$ cat config.mk
export PLATFORM = sky130hd
export DESIGN_NAME = phase_acc_split
export DESIGN_NICKNAME = d
export VERILOG_FILES = /design/src/rtl/phase_acc_pkg.sv /design/src/rtl/phase_acc_lo_seg.sv /design/src/rtl/phase_acc_hi_seg.sv /design/src/rtl/phase_acc_dly.sv /design/src/rtl/phase_acc_split.sv
export SDC_FILE = /design/constraint.sdc
export NUM_CORES = 1
export LEC_CHECK = 0
export ABC_AREA = 1
export BUFFER_PORTS_ARGS = -buffer_cell sky130_fd_sc_hd__buf_2
export CORE_ASPECT_RATIO = 0.7
export CORE_MARGIN = 2
export CORE_UTILIZATION = 54
export CTS_BUF_LIST = sky130_fd_sc_hd__clkbuf_8
export DETAILED_ROUTE_END_ITERATION = 7
export GPL_ROUTABILITY_DRIVEN = 0
export GPL_TIMING_DRIVEN = 0
export PLACE_DENSITY = 0.8
export REMOVE_ABC_BUFFERS = 1
export SLEW_MARGIN = 40
export SYNTH_ARGS = -nofsm -noshare
export SYNTH_HDL_FRONTEND = slang
export SYNTH_SLANG_ARGS = --single-unit
$ cat constraint.sdc
create_clock -name clk_i -period 1.6 [get_ports clk_i]
set_input_delay 0.24 -clock clk_i [delete_from_list [all_inputs] [get_ports clk_i]]
set_output_delay 0.24 -clock clk_i [all_outputs]
set_load 0.01 [all_outputs]
$ cat src/rtl/phase_acc_pkg.sv
package phase_acc_pkg;
  function automatic int lo_width(int total_w);
    return total_w / 2;
  endfunction

  function automatic int hi_width(int total_w);
    return total_w - (total_w / 2);
  endfunction
endpackage

$ cat src/rtl/phase_acc_lo_seg.sv
module phase_acc_lo_seg #(
  parameter int W = 16
) (
  input  logic         clk_i,
  input  logic         rst_ni,
  input  logic         en_i,
  input  logic [W-1:0] incr_i,
  output logic [W-1:0] acc_o,
  output logic         carry_o
);
  logic [W:0]   sum;
  logic [W-1:0] acc_q;
  logic         carry_q;

  // single adder level between acc_q and its own input
  assign sum = {1'b0, acc_q} + {1'b0, incr_i};

  always_ff @(posedge clk_i or negedge rst_ni) begin
    if (!rst_ni) begin
      acc_q   <= '0;
      carry_q <= 1'b0;
    end else if (en_i) begin
      acc_q   <= sum[W-1:0];
      carry_q <= sum[W];
    end
  end

  assign acc_o   = acc_q;
  assign carry_o = carry_q;
endmodule

$ cat src/rtl/phase_acc_hi_seg.sv
module phase_acc_hi_seg #(
  parameter int W = 16
) (
  input  logic         clk_i,
  input  logic         rst_ni,
  input  logic         en_i,
  input  logic [W-1:0] incr_i,
  input  logic         carry_i,
  output logic [W-1:0] acc_o
);
  logic [W-1:0] incr_q;
  logic [W-1:0] acc_q;

  always_ff @(posedge clk_i or negedge rst_ni) begin
    if (!rst_ni) begin
      incr_q <= '0;
      acc_q  <= '0;
    end else if (en_i) begin
      incr_q <= incr_i;  // aligns with registered carry from the low half
      acc_q  <= acc_q + incr_q + {{(W-1){1'b0}}, carry_i};
    end
  end

  assign acc_o = acc_q;
endmodule

$ cat src/rtl/phase_acc_dly.sv
module phase_acc_dly #(
  parameter int W     = 16,
  parameter int DEPTH = 1
) (
  input  logic         clk_i,
  input  logic         rst_ni,
  input  logic         en_i,
  input  logic [W-1:0] d_i,
  output logic [W-1:0] q_o
);
  logic [W-1:0] stage [DEPTH+1];

  assign stage[0] = d_i;

  for (genvar g = 0; g < DEPTH; g++) begin : g_stage
    always_ff @(posedge clk_i or negedge rst_ni) begin
      if (!rst_ni)   stage[g+1] <= '0;
      else if (en_i) stage[g+1] <= stage[g];
    end
  end

  assign q_o = stage[DEPTH];
endmodule

$ cat src/rtl/phase_acc_split.sv
module phase_acc_split
  import phase_acc_pkg::*;
#(
  parameter int PHASE_W = 32
) (
  input  logic               clk_i,
  input  logic               rst_ni,
  input  logic               en_i,
  input  logic [PHASE_W-1:0] incr_i,
  output logic [PHASE_W-1:0] phase_o
);
  localparam int LO_W = lo_width(PHASE_W);
  localparam int HI_W = hi_width(PHASE_W);

  logic [LO_W-1:0] lo_acc;
  logic [LO_W-1:0] lo_out;
  logic [HI_W-1:0] hi_acc;
  logic            lo_carry;

  phase_acc_lo_seg #(.W(LO_W)) i_lo (
    .clk_i   (clk_i),
    .rst_ni  (rst_ni),
    .en_i    (en_i),
    .incr_i  (incr_i[LO_W-1:0]),
    .acc_o   (lo_acc),
    .carry_o (lo_carry)
  );

  phase_acc_hi_seg #(.W(HI_W)) i_hi (
    .clk_i   (clk_i),
    .rst_ni  (rst_ni),
    .en_i    (en_i),
    .incr_i  (incr_i[PHASE_W-1:LO_W]),
    .carry_i (lo_carry),
    .acc_o   (hi_acc)
  );

  // output-only delay; low feedback stays undelayed inside i_lo
  phase_acc_dly #(.W(LO_W), .DEPTH(1)) i_lo_dly (
    .clk_i  (clk_i),
    .rst_ni (rst_ni),
    .en_i   (en_i),
    .d_i    (lo_acc),
    .q_o    (lo_out)
  );

  assign phase_o = {hi_acc, lo_out};
endmodule

==> impl_summary.log <==
INFO  metric floorplan.die_area = 8710 µm²
INFO  metric core.rowCount = 27
INFO  metric grt_pass1_wl = 16880 µm
INFO  metric tritoncts_clock_tree = yes
INFO  metric cellPowerDensity = 1882 nW/µm²
INFO  metric via_per_inst = 5.087
INFO  metric fin_crit_sh = 113.2%
INFO  metric post-route-drc-count = 0
INFO  metric most-common-layout-cells = 268 x sky130_fd_sc_hd__nand2_1, 68 x sky130_fd_sc_hd__inv_1, 64 x sky130_fd_sc_hd__dfrtp_1, 64 x sky130_fd_sc_hd__buf_2, 30 x sky130_fd_sc_hd__nand2_2
INFO  metric max_freq = 551.9 MHz
INFO  metric grt_max_degree = 74
INFO  metric antenna-diode-count = 0
INFO  metric cts_htree_levels = 3
INFO  metric synth.avg_cell_area = 6.929 µm²
INFO  metric status = finished, violations left
INFO  metric setup_violations = 13
INFO  metric net-switching-power = 4.789 mW
INFO  metric share_clk_of_total_power = 13.1%
INFO  metric clockBufferDepth = 2
INFO  metric synth_edf_count = 0
INFO  metric yosysSeqAreaShare = 37.80%
INFO  metric final.setup.worst_slack = -212.0 ps
INFO  metric drt_pass1_iterations = 5
INFO  metric power_report.internal_total = 5.654 mW
INFO  metric end_kind = register
INFO  metric power.total = 10.44 mW
INFO  metric initial_utilization = 55.14%
INFO  metric die-width = 110.7 µm
INFO  metric pin_count = 67
INFO  metric max-vdd-ir-drop = 0.0008454 V
INFO  metric detailroute.via_count = 4105
INFO  metric grt_setup_unrepaired = yes
INFO  metric first_global_vias = 3797
INFO  metric critical_path.max_fanout = 4
INFO  metric min_period = 1812 ps
INFO  metric synthesis.area = 4303 µm²
INFO  metric filler_cell_count = 594
INFO  metric tritoncts_num_sinks = 65
INFO  metric combinationalPowerShare = 59.6%
INFO  metric yosys.area.top_type = sky130_fd_sc_hd__dfrtp_1
INFO  metric synthArstFlopShare = 100.0%
INFO  metric critical-path-slowest-cell = sky130_fd_sc_hd__dfrtp_1
INFO  metric floorplan.core_area = 7804 µm²
INFO  metric nNetsFinal = 769
INFO  metric power_switching_share = 45.85%
INFO  metric pre_cts_ws = -285.6 ps
INFO  metric failed_checks = negative setup slack
INFO  metric yosys_warnings = 0
INFO  metric synth.lib_cells_used.distinct = 28
INFO  metric port_buffer_cells = 66
INFO  metric critPathMaxStageDelay = 420 ps
INFO  metric min_delay_path_depth = 3
INFO  metric groute.usage.overall = 23.51%
INFO  metric hold_viol = 0
INFO  metric worst_setup_hold_path_clk_slew = 80 ps
INFO  metric drt_iter0_markers = 238
INFO  metric worst-r2r-cell-count = 9
INFO  metric clk-insertion-delay-late = 340 ps
INFO  metric drive_above_1_share = 29.32%
INFO  metric worst_slew_pin_slew = 720.2 ps
INFO  metric numCtsBuffers = 9
INFO  metric dominantRegCellSynth = sky130_fd_sc_hd__dfrtp_1
INFO  metric crit_path_required_time = 1810 ps
INFO  metric timing.setup.critical_path_class = register to register
INFO  metric ys_seq_elements = 65
INFO  metric power.static_leakage = 3.063 nW
INFO  metric worstPathCellList = fa_2 > inv_2 > fa_2 > inv_2 > nand2_2 > nand3_4 > or2_1 > nand3_1 > nand2_1
INFO  metric max_slew_margin = 51.99%
INFO  metric postRouteAntennaNets = 0
INFO  metric critical_path_start_type = register
INFO  metric most_frequent_standard_cell_in_the_layout_excluding_fill_and_tap_cells = sky130_fd_sc_hd__nand2_1
INFO  metric yosys-top-cells-area = sky130_fd_sc_hd__dfrtp_1 38%, sky130_fd_sc_hd__nand2_1 26%, sky130_fd_sc_hd__ha_1 8.7%
INFO  metric final_hpwl_from_detailed_placement = 6900 µm
INFO  metric cts_root_buffer = sky130_fd_sc_hd__clkbuf_8
INFO  metric die_span_in_y = 78.69 µm
INFO  metric timing.critical_path.arrival = 2030 ps
INFO  metric min-delay-path-class = input port to register
INFO  metric max_cap_violations = 0
INFO  metric grt.overflow.total = 0
INFO  metric area.growth.synth_to_final = 28.99%
INFO  metric wl = 10670 µm
INFO  metric report.final.slew_viol_count = 0
INFO  metric routedWlPerCell = 13.22 µm
INFO  metric power.share.sequential = 27.4%
INFO  metric synth_top_area_share = 37.80%
INFO  metric antenna_found_initial = 0
INFO  metric instance_count_of_the_mapped_netlist = 621
INFO  metric layout_skew = 13.79 ps
==> synth_stat cells (2+ instances only) <==
cell type                    n
sky130_fd_sc_hd__inv_1      68
sky130_fd_sc_hd__clkbuf_1    6
sky130_fd_sc_hd__or2_1       5
sky130_fd_sc_hd__xnor2_1     5
sky130_fd_sc_hd__a21oi_1    19
sky130_fd_sc_hd__and2_1      2
sky130_fd_sc_hd__nand2_1   293
sky130_fd_sc_hd__nor3_2      4
sky130_fd_sc_hd__nand3_2     5
sky130_fd_sc_hd__o21ai_1     2
sky130_fd_sc_hd__nand3_1    34
sky130_fd_sc_hd__nor2_2      3
sky130_fd_sc_hd__buf_2       7
sky130_fd_sc_hd__ha_1       30
sky130_fd_sc_hd__nor2_1     22
sky130_fd_sc_hd__o21ai_0    13
sky130_fd_sc_hd__dfrtp_1    65
sky130_fd_sc_hd__nand3b_1    4
sky130_fd_sc_hd__fa_1        3
sky130_fd_sc_hd__inv_2      10
sky130_fd_sc_hd__nand4_1     2
sky130_fd_sc_hd__nor3_1      2
sky130_fd_sc_hd__nand2_2    12
==> stage by stage <==
step	util (%)	cell area, µm²	instances	setup TNS (ps)	hold WS [ps]
after floorplan	-	4245	608	-550.0	-55.59
after global placement	60.25	4702	775	-45950	441.1
after detailed placement	60.61	4730	776	-2982	210.0
after CTS	65.77	5132	795	-975.2	82.11
after global routing	71.12	5550	807	-3123	91.28
final	71.12	5550	807	-1312	96.53
==> sequential cells by signal, summed over array words and instances, names as in the netlist <==
name,cells
i_lo.acc_o,16
i_hi.incr_q,16
i_hi.acc_o,16
i_lo.carry_o,1
i_lo_dly.q_o,16
==> what timing repair did <==
item                       4_1_cts  5_1_grt
setup endpoints to repair       23       26
pin swaps                       13       25
hold buffers                     1        0
hold endpoints to repair        31        0
resized for setup               38       57
buffers inserted                 2       12
==> logic make-up (layout without fill, tap and decap cells) <==
| group | count (synthesis) | count (layout) | synth area share [%] |
|---|---|---|---|
| xor gates and xnor gates | 5 | 5 | 1.018 |
| adders and majority gates | 33 | 33 | 10.12 |
| AOI/OAI and AO/OA | 35 | 35 | 4.158 |
| buffers and inverters | 91 | 176 | 8.142 |
| and+or+nand+nor | 392 | 392 | 38.76 |
| DFF | 65 | 65 | 37.80 |
==> worst paths after layout <==
kind / from / to / slack [ps]
max: i_hi.acc_o[0] / i_hi.acc_o[6] / -210
min reg2reg: i_lo_dly.q_o[1] / i_lo_dly.q_o[1] / 470
max in group asynchronous: rst_ni / i_hi.incr_q[1] / 690
min: incr_i[31] / i_hi.incr_q[15] / 100
max reg2reg: i_hi.acc_o[0] / i_hi.acc_o[6] / -210
min in group asynchronous: rst_ni / i_lo.acc_o[13] / 380
==> area by class of cell <==
cell class | count | area, µm² | share of cell area, %
Multi-Input combinational cell | 465 | 2840 | 51.17
Sequential cell | 65 | 1628 | 29.33
Timing Repair Buffer | 82 | 470.5 | 8.476
Inverter | 78 | 297.8 | 5.365
Tap cell | 101 | 126.4 | 2.277
Clock buffer | 9 | 123.9 | 2.232
Clock inverter | 7 | 63.81 | 1.150
==> critical path, delay by kind of cell (launching register included) <==
kind	cells	cell delay (ps)
simple gates	5	570
buf+inv	2	110
fa+ha+maj	2	590
flops	1	420
==> metal layers <==
metal | track usage [%] | wire [µm] | up-vias
met5 | 0 | 0 | -
li1 | - | - | 2077
met3 | 4.942 | 529 | 12
met1 | 32.48 | 5081 | 1912
met4 | 7.125 | 107 | 0
met2 | 37.48 | 4946 | 104
==> power by group through the flow <==
stage / clock (mW) / sequential (mW) / combinational [mW]
final: 1.37 / 2.86 / 6.22
after global routing: 1.48 / 2.94 / 6.91
after CTS: 1.40 / 2.75 / 5.22
after detailed placement: 0 / 2.74 / 4.81
after global placement: 0 / 2.70 / 4.63
after floorplan: 0 / 2.83 / 3.44
(Power assumes the default switching activity.)
